--- src/rtl/ipi_pkg.sv ---
package ipi_pkg;

    // Register selected by the in-bank offset
    typedef enum logic [2:0] {
        REG_NONE   = 3'd0,
        REG_STATUS = 3'd1,
        REG_ENABLE = 3'd2,
        REG_SET    = 3'd3,
        REG_CLEAR  = 3'd4,
        REG_MBOX   = 3'd5
    } reg_kind_e;

    localparam int          BANK_OFS_W   = 8;
    localparam logic [7:0]  OFS_STATUS   = 8'h00;
    localparam logic [7:0]  OFS_ENABLE   = 8'h04;
    localparam logic [7:0]  OFS_SET      = 8'h08;
    localparam logic [7:0]  OFS_CLEAR    = 8'h0C;
    localparam logic [7:0]  OFS_MBOX_LO  = 8'h20;

endpackage

--- src/rtl/ipi_addr_decode.sv ---
module ipi_addr_decode
    import ipi_pkg::*;
#(
    parameter int NUM_CORES  = 4,
    parameter int MBOX_SLOTS = 4,
    localparam int CORE_W    = $clog2(NUM_CORES),
    localparam int SLOT_W    = $clog2(MBOX_SLOTS),
    localparam int ADDR_W    = BANK_OFS_W + CORE_W,
    localparam int MBOX_BYTES = MBOX_SLOTS * 8
) (
    input  logic [ADDR_W-1:0] addr_i,
    input  logic              size_i,
    output logic [CORE_W-1:0] core_o,
    output reg_kind_e         kind_o,
    output logic [SLOT_W-1:0] slot_o,
    output logic              half_o,
    output logic              misalign_o
);

    logic [BANK_OFS_W-1:0] ofs;
    logic [BANK_OFS_W-1:0] rel;
    logic                  in_mbox;

    always_comb begin
        ofs     = addr_i[BANK_OFS_W-1:0];
        core_o  = addr_i[BANK_OFS_W +: CORE_W];
        rel     = ofs - OFS_MBOX_LO;
        in_mbox = (ofs >= OFS_MBOX_LO) && (rel < BANK_OFS_W'(MBOX_BYTES));
        slot_o  = rel[3 +: SLOT_W];
        half_o  = rel[2];

        // Size 1 needs an 8-byte boundary, size 0 a 4-byte boundary
        misalign_o = size_i ? (addr_i[2:0] != 3'b000) : (addr_i[1:0] != 2'b00);

        if (in_mbox) begin
            kind_o = REG_MBOX;
        end else begin
            unique case (ofs)
                OFS_STATUS: kind_o = REG_STATUS;
                OFS_ENABLE: kind_o = REG_ENABLE;
                OFS_SET:    kind_o = REG_SET;
                OFS_CLEAR:  kind_o = REG_CLEAR;
                default:    kind_o = REG_NONE;
            endcase
        end
    end

endmodule

--- src/rtl/ipi_core_bank.sv ---
module ipi_core_bank
    import ipi_pkg::*;
#(
    parameter int STATUS_W   = 32,
    parameter int DATA_W     = 64,
    parameter int MBOX_SLOTS = 4,
    localparam int SLOT_W    = $clog2(MBOX_SLOTS),
    localparam int HALF_W    = DATA_W / 2
) (
    input  logic                              clk,
    input  logic                              rst_n,
    input  logic                              wr_en_i,
    input  reg_kind_e                         kind_i,
    input  logic [SLOT_W-1:0]                 slot_i,
    input  logic                              half_i,
    input  logic                              size_i,
    input  logic [DATA_W-1:0]                 wdata_i,
    output logic [STATUS_W-1:0]               status_o,
    output logic [STATUS_W-1:0]               enable_o,
    output logic [MBOX_SLOTS-1:0][DATA_W-1:0] mbox_o,
    output logic                              irq_o
);

    typedef struct packed {
        logic [STATUS_W-1:0]               status;
        logic [STATUS_W-1:0]               enable;
        logic [MBOX_SLOTS-1:0][DATA_W-1:0] mbox;
        logic                              irq;
    } bank_t;

    bank_t bank_d, bank_q;

    always_comb begin
        bank_d = bank_q;
        if (wr_en_i) begin
            unique case (kind_i)
                REG_ENABLE: bank_d.enable = wdata_i[STATUS_W-1:0];
                REG_SET: begin
                    bank_d.status = bank_q.status | wdata_i[STATUS_W-1:0];
                    bank_d.irq    = 1'b1;
                end
                REG_CLEAR: begin
                    bank_d.status = bank_q.status & ~wdata_i[STATUS_W-1:0];
                    if (bank_d.status == '0) begin
                        bank_d.irq = 1'b0;
                    end
                end
                REG_MBOX: begin
                    if (size_i) begin
                        bank_d.mbox[slot_i] = wdata_i;
                    end else if (half_i) begin
                        bank_d.mbox[slot_i][DATA_W-1:HALF_W] = wdata_i[HALF_W-1:0];
                    end else begin
                        bank_d.mbox[slot_i][HALF_W-1:0] = wdata_i[HALF_W-1:0];
                    end
                end
                default: ; // status offset and unmapped offsets keep state
            endcase
        end
    end

    always_ff @(posedge clk or negedge rst_n) begin
        if (!rst_n) begin
            bank_q <= '0;
        end else begin
            bank_q <= bank_d;
        end
    end

    assign status_o = bank_q.status;
    assign enable_o = bank_q.enable;
    assign mbox_o   = bank_q.mbox;
    assign irq_o    = bank_q.irq;

endmodule

--- src/rtl/ipi_read_mux.sv ---
module ipi_read_mux
    import ipi_pkg::*;
#(
    parameter int NUM_CORES  = 4,
    parameter int STATUS_W   = 32,
    parameter int DATA_W     = 64,
    parameter int MBOX_SLOTS = 4,
    localparam int CORE_W    = $clog2(NUM_CORES),
    localparam int SLOT_W    = $clog2(MBOX_SLOTS),
    localparam int HALF_W    = DATA_W / 2
) (
    input  logic [CORE_W-1:0]                                core_i,
    input  reg_kind_e                                        kind_i,
    input  logic [SLOT_W-1:0]                                slot_i,
    input  logic                                             half_i,
    input  logic                                             size_i,
    input  logic [NUM_CORES-1:0][STATUS_W-1:0]               status_all_i,
    input  logic [NUM_CORES-1:0][STATUS_W-1:0]               enable_all_i,
    input  logic [NUM_CORES-1:0][MBOX_SLOTS-1:0][DATA_W-1:0] mbox_all_i,
    output logic [DATA_W-1:0]                                rdata_o
);

    logic [DATA_W-1:0] slot_word;

    always_comb begin
        slot_word = mbox_all_i[core_i][slot_i];
        unique case (kind_i)
            REG_STATUS: rdata_o = DATA_W'(status_all_i[core_i]);
            REG_ENABLE: rdata_o = DATA_W'(enable_all_i[core_i]);
            REG_MBOX: begin
                if (size_i) begin
                    rdata_o = slot_word;
                end else if (half_i) begin
                    rdata_o = DATA_W'(slot_word[DATA_W-1:HALF_W]);
                end else begin
                    rdata_o = DATA_W'(slot_word[HALF_W-1:0]);
                end
            end
            default: rdata_o = '0; // set, clear and unmapped offsets
        endcase
    end

endmodule

--- src/rtl/ipi_mailbox_top.sv ---
module ipi_mailbox_top
    import ipi_pkg::*;
#(
    parameter int NUM_CORES  = 4,
    parameter int STATUS_W   = 32,
    parameter int DATA_W     = 64,
    parameter int MBOX_SLOTS = 4,
    localparam int CORE_W    = $clog2(NUM_CORES),
    localparam int SLOT_W    = $clog2(MBOX_SLOTS),
    localparam int ADDR_W    = BANK_OFS_W + CORE_W
) (
    input  logic                 clk,
    input  logic                 rst_n,
    input  logic                 req_valid,
    output logic                 req_ready,
    input  logic                 req_we,
    input  logic                 req_size,
    input  logic [ADDR_W-1:0]    req_addr,
    input  logic [DATA_W-1:0]    req_wdata,
    output logic                 rsp_valid,
    output logic [DATA_W-1:0]    rsp_rdata,
    output logic                 rsp_err,
    output logic [NUM_CORES-1:0] irq_o
);

    typedef struct packed {
        logic              valid;
        logic              err;
        logic [DATA_W-1:0] rdata;
    } rsp_t;

    logic [CORE_W-1:0] dec_core;
    reg_kind_e         dec_kind;
    logic [SLOT_W-1:0] dec_slot;
    logic              dec_half;
    logic              dec_misalign;
    logic [DATA_W-1:0] mux_rdata;

    logic [NUM_CORES-1:0][STATUS_W-1:0]               status_all;
    logic [NUM_CORES-1:0][STATUS_W-1:0]               enable_all;
    logic [NUM_CORES-1:0][MBOX_SLOTS-1:0][DATA_W-1:0] mbox_all;

    rsp_t rsp_d, rsp_q;

    ipi_addr_decode #(
        .NUM_CORES  (NUM_CORES),
        .MBOX_SLOTS (MBOX_SLOTS)
    ) decode_i (
        .addr_i     (req_addr),
        .size_i     (req_size),
        .core_o     (dec_core),
        .kind_o     (dec_kind),
        .slot_o     (dec_slot),
        .half_o     (dec_half),
        .misalign_o (dec_misalign)
    );

    for (genvar c = 0; c < NUM_CORES; c++) begin : g_bank
        logic bank_wr;
        assign bank_wr = req_valid && req_we && !dec_misalign && (dec_core == CORE_W'(c));

        ipi_core_bank #(
            .STATUS_W   (STATUS_W),
            .DATA_W     (DATA_W),
            .MBOX_SLOTS (MBOX_SLOTS)
        ) bank_i (
            .clk      (clk),
            .rst_n    (rst_n),
            .wr_en_i  (bank_wr),
            .kind_i   (dec_kind),
            .slot_i   (dec_slot),
            .half_i   (dec_half),
            .size_i   (req_size),
            .wdata_i  (req_wdata),
            .status_o (status_all[c]),
            .enable_o (enable_all[c]),
            .mbox_o   (mbox_all[c]),
            .irq_o    (irq_o[c])
        );
    end

    ipi_read_mux #(
        .NUM_CORES  (NUM_CORES),
        .STATUS_W   (STATUS_W),
        .DATA_W     (DATA_W),
        .MBOX_SLOTS (MBOX_SLOTS)
    ) rmux_i (
        .core_i       (dec_core),
        .kind_i       (dec_kind),
        .slot_i       (dec_slot),
        .half_i       (dec_half),
        .size_i       (req_size),
        .status_all_i (status_all),
        .enable_all_i (enable_all),
        .mbox_all_i   (mbox_all),
        .rdata_o      (mux_rdata)
    );

    always_comb begin
        rsp_d.valid = req_valid;
        rsp_d.err   = req_valid && dec_misalign;
        rsp_d.rdata = (req_valid && !req_we && !dec_misalign) ? mux_rdata : '0;
    end

    always_ff @(posedge clk or negedge rst_n) begin
        if (!rst_n) begin
            rsp_q <= '0;
        end else begin
            rsp_q <= rsp_d;
        end
    end

    assign req_ready = 1'b1;
    assign rsp_valid = rsp_q.valid;
    assign rsp_err   = rsp_q.err;
    assign rsp_rdata = rsp_q.rdata;

endmodule

--- config.mk ---
export PLATFORM = sky130hd
export DESIGN_NAME = ipi_mailbox_top
export DESIGN_NICKNAME = d
export VERILOG_FILES = /design/src/rtl/ipi_pkg.sv /design/src/rtl/ipi_addr_decode.sv /design/src/rtl/ipi_core_bank.sv /design/src/rtl/ipi_read_mux.sv /design/src/rtl/ipi_mailbox_top.sv
export SDC_FILE = /design/constraint.sdc
export NUM_CORES = 2
export LEC_CHECK = 0
export CORE_MARGIN = 5
export CORE_UTILIZATION = 62
export DETAILED_ROUTE_END_ITERATION = 7
export DONT_BUFFER_PORTS = 1
export GPL_TIMING_DRIVEN = 0
export PLACE_DENSITY = 0.78
export SLEW_MARGIN = 20
export SYNTH_ARGS = -nofsm -noshare
export SYNTH_HDL_FRONTEND = slang
export SYNTH_SLANG_ARGS = --single-unit
--- constraint.sdc ---
create_clock -name clk -period 1.93 [get_ports clk]
set_input_delay 0.0965 -clock clk [delete_from_list [all_inputs] [get_ports clk]]
set_output_delay 0.0965 -clock clk [all_outputs]
set_load 0.01 [all_outputs]
==> impl_metrics.env <==
export IMPL_status="finished with violations"
export IMPL_violations="negative hold slack, negative setup slack"
export IMPL_drc_errors=0
export IMPL_final_common_cell="dfrtp_1"
export IMPL_rows=115
export IMPL_reg2reg_depth=4
export IMPL_synth_cell_types=53
export IMPL_grt_pass1_vias=45336
export IMPL_routabilityCongestion=1.018
export IMPL_antenna_found_initial=22
export IMPL_crit_path_end_kind="flip-flop"
export IMPL_critical_path_cell_chain="clkbuf_1, nor2b_1, buf_2, clkbuf_1, a22oi_1, clkbuf_1, a21oi_1"
export IMPL_synth_seq_cells=1350
export IMPL_syn_area_sq_um=61580
export IMPL_syn_inst=4899
export IMPL_cp_top_family="buffers and inverters"
export IMPL_port_buffers=0
export IMPL_r2r_start="g_bank[3].bank_i.mbox_o[15]"
export IMPL_met2_length_mm=95.46
export IMPL_num_io_pins=150
export IMPL_postSynthAreaPerCell_sq_um=12.57
export IMPL_cp_max_fo=10
export IMPL_synth_top_cell_area_share_pct=54.86
export IMPL_coreArea_sq_um=98420
export IMPL_hpwl_mm=148.1
export IMPL_clkTransAtPathRegs_ns=0.06
export IMPL_skew_ns=0.03298
export IMPL_setup_tns_ns=-6.111
export IMPL_synth_edf_count=0
export IMPL_leakagePower_nw=33.95
export IMPL_hold_path_class="input pin to async pin"
export IMPL_rsz0062_at_grt="yes"
export IMPL_reg2reg_to="rsp_rdata[15]"
export IMPL_routed_via_density=6.779
export IMPL_place_ws_ns=-1.784
export IMPL_synthArstFlopShare_pct=100.0
export IMPL_path_class="input pin to flip-flop"
export IMPL_initial_utilization_pct=62.56
export IMPL_crit_arrival_ns=2.70
export IMPL_antenna_left=0
export IMPL_crit_top_cell="clkbuf_1"
export IMPL_rrSetupSlack_ns=-0.11
export IMPL_cap_violations=0
export IMPL_h_tree_depth=4
export IMPL_met1_length_mm=75.87
export IMPL_die_x_um=325.1
export IMPL_yosysSeqAreaShare_pct=54.86
export IMPL_min_period_ns=2.091
export IMPL_grt_pass1_wl_mm=306.3
export IMPL_power_total_w=0.06155
export IMPL_slew_headroom_pct=13.89
export IMPL_startpoint_type="input pin"
export IMPL_p_per_area_nw_per_um2=871.0
export IMPL_worstPathRequired_ns=2.54
export IMPL_ir_drop_uv=1053
export IMPL_grt_ovfl_total=0
export IMPL_slowest_stage="a22oi_1"
export IMPL_grt_max_degree=1351
export IMPL_numCtsBuffers=142
export IMPL_wire_per_inst_um=32.46
export IMPL_drt_total_wl_mm=214.1
export IMPL_finalHoldViolations=342
export IMPL_drt_pre_antenna_iters=7
export IMPL_top_layer_used="met5"
export IMPL_die_h_um=325.1
export IMPL_clk_latency_ns=0.78
export IMPL_synth_area_leaders="dfrtp_1 55%, mux2_2 13%, mux4_2 9.3%"
export IMPL_dpl_cell_count=6190
export IMPL_cts_root_buf="clkbuf_16"
export IMPL_track_usage_pct=39.70
export IMPL_first_iter_violations=5606
export IMPL_drive_above_1_share_pct=30.96
export IMPL_synthFlopType="dfrtp_1"
export IMPL_period_share_pct=108.4
export IMPL_cts_path_max_buffers=3
export IMPL_cts_tree="yes"
export IMPL_final_cell_mix="1349 x dfrtp_1, 696 x mux2_2, 422 x nor2_1"
export IMPL_die_area_sq_um=105700
export IMPL_syn_nets=4979
export IMPL_final_cells=6597
export IMPL_tightest_slew_ns=1.292
export IMPL_synth_yosys_warnings=0
export IMPL_max_freq_mhz=478.2
export IMPL_slew_violations=0
export IMPL_cts_sinks=1350
export IMPL_setup_violations=108
export IMPL_setup_slack_ns=-0.1612
export IMPL_met3WireLength_mm=26.57
export IMPL_synthToLayoutAreaGrowth_pct=14.76
export IMPL_critical_path_buf_inv_count=4
export IMPL_via_count=44720
export IMPL_holdWs_ns=-0.8440
export IMPL_synth_top_cell_by_area="dfrtp_1"
export IMPL_max_stage_delay_ns=0.92
export IMPL_final_nets=5262
## cells in the mapped netlist, drive strengths merged (79+ instances only)
cell type and number:
a22oi 159, mux2i 202, nor2 428, clkbuf 279, o21ai 135, a21oi 386
dfrtp 1350, mux4 255, nand2 386, mux2 724, buf 195, inv 79
## flip-flops by register name (all words and copies together) (netlist names), named ones only
name / count
g_bank.bank_i.irq_o: 4
rsp_rdata: 64
rsp_valid: 1
rsp_err: 1
g_bank.bank_i.mbox_o: 1024
g_bank.bank_i.enable_o: 128
## cell families (layout without fill, tap and decap cells)
logic type / after synthesis / after routing / synth area share [%]
other cells: 1 / 17 / 0.006090
mux: 1181 / 1181 / 25.85
xor+xnor: 1 / 1 / 0.01423
fa+ha+maj: 1 / 1 / 0.02032
simple gates: 975 / 975 / 7.187
flops: 1350 / 1350 / 54.86
compound gates: 837 / 837 / 8.150
buf+inv: 553 / 948 / 3.907
## worst max-delay path by stage
stage	startpoint	end	slack (ns)	depth (start not counted)
after floorplan	req_addr[5]	g_bank[3].bank_i.enable_o[10]	-0.04	6
after global placement	req_addr[9]	rsp_rdata[33]	-1.99	7
after detailed placement	req_addr[5]	rsp_rdata[14]	-1.78	8
after CTS	req_addr[5]	rsp_rdata[63]	-0.02	10
after global routing	req_size	g_bank[3].bank_i.mbox_o[248]	-0.19	7
final	req_size	g_bank[0].bank_i.mbox_o[57]	-0.16	7
## metrics by stage
step | util [%] | area, sq um
2_1_floorplan | - | 61830
3_3_place_gp | 64.46 | 63440
3_5_place_dp | 64.55 | 63530
4_1_cts | 70.67 | 69560
5_1_grt | 71.77 | 70640
6_report | 71.80 | 70660
## worst register-to-register path, stage by stage, from the launching register on
cell	delay, ns
dfrtp_1	0.38
mux4_2	0.52
a22oi_2	0.30
nand2_2	0.19
a221o_2	0.50
## power breakdown
group          internal (W)  switching (W)  leakage, nW  total (W)
registers            0.0286       0.000173         18.4     0.0288
logic               0.00119        0.00309         13.1    0.00428
clock network        0.0167         0.0117         2.39     0.0285
## layer usage
metal,global-route usage [%],vias up
met1,50.56,23060
met5,0.7246,-
met4,24.27,12
met3,13.51,788
met2,59.22,2821
li1,-,18039
## cell type report
| cell class | instances | area [sq um] |
|---|---|---|
| flip-flops and latches | 1350 | 33780 |
| fillers | 6583 | 27760 |
| multi-input cells | 2996 | 25930 |
| clock buffers | 209 | 4229 |
| plain buffers | 468 | 2442 |
| repair buffers | 145 | 1702 |
| well taps | 1287 | 1610 |
| clock inverters | 47 | 624.3 |
| inverters | 79 | 296.5 |
| diodes | 16 | 40.04 |
## repair_timing
action,4_1_cts,5_1_grt
hold buffers,74,5
cloned,0,6
setup endpoints to repair,518,1240
gates resized for setup,101,132
pin swaps,13,34
hold endpoints to repair,1879,386
buffers inserted,19,29
No activity file was read; power rests on OpenSTA's default activity.
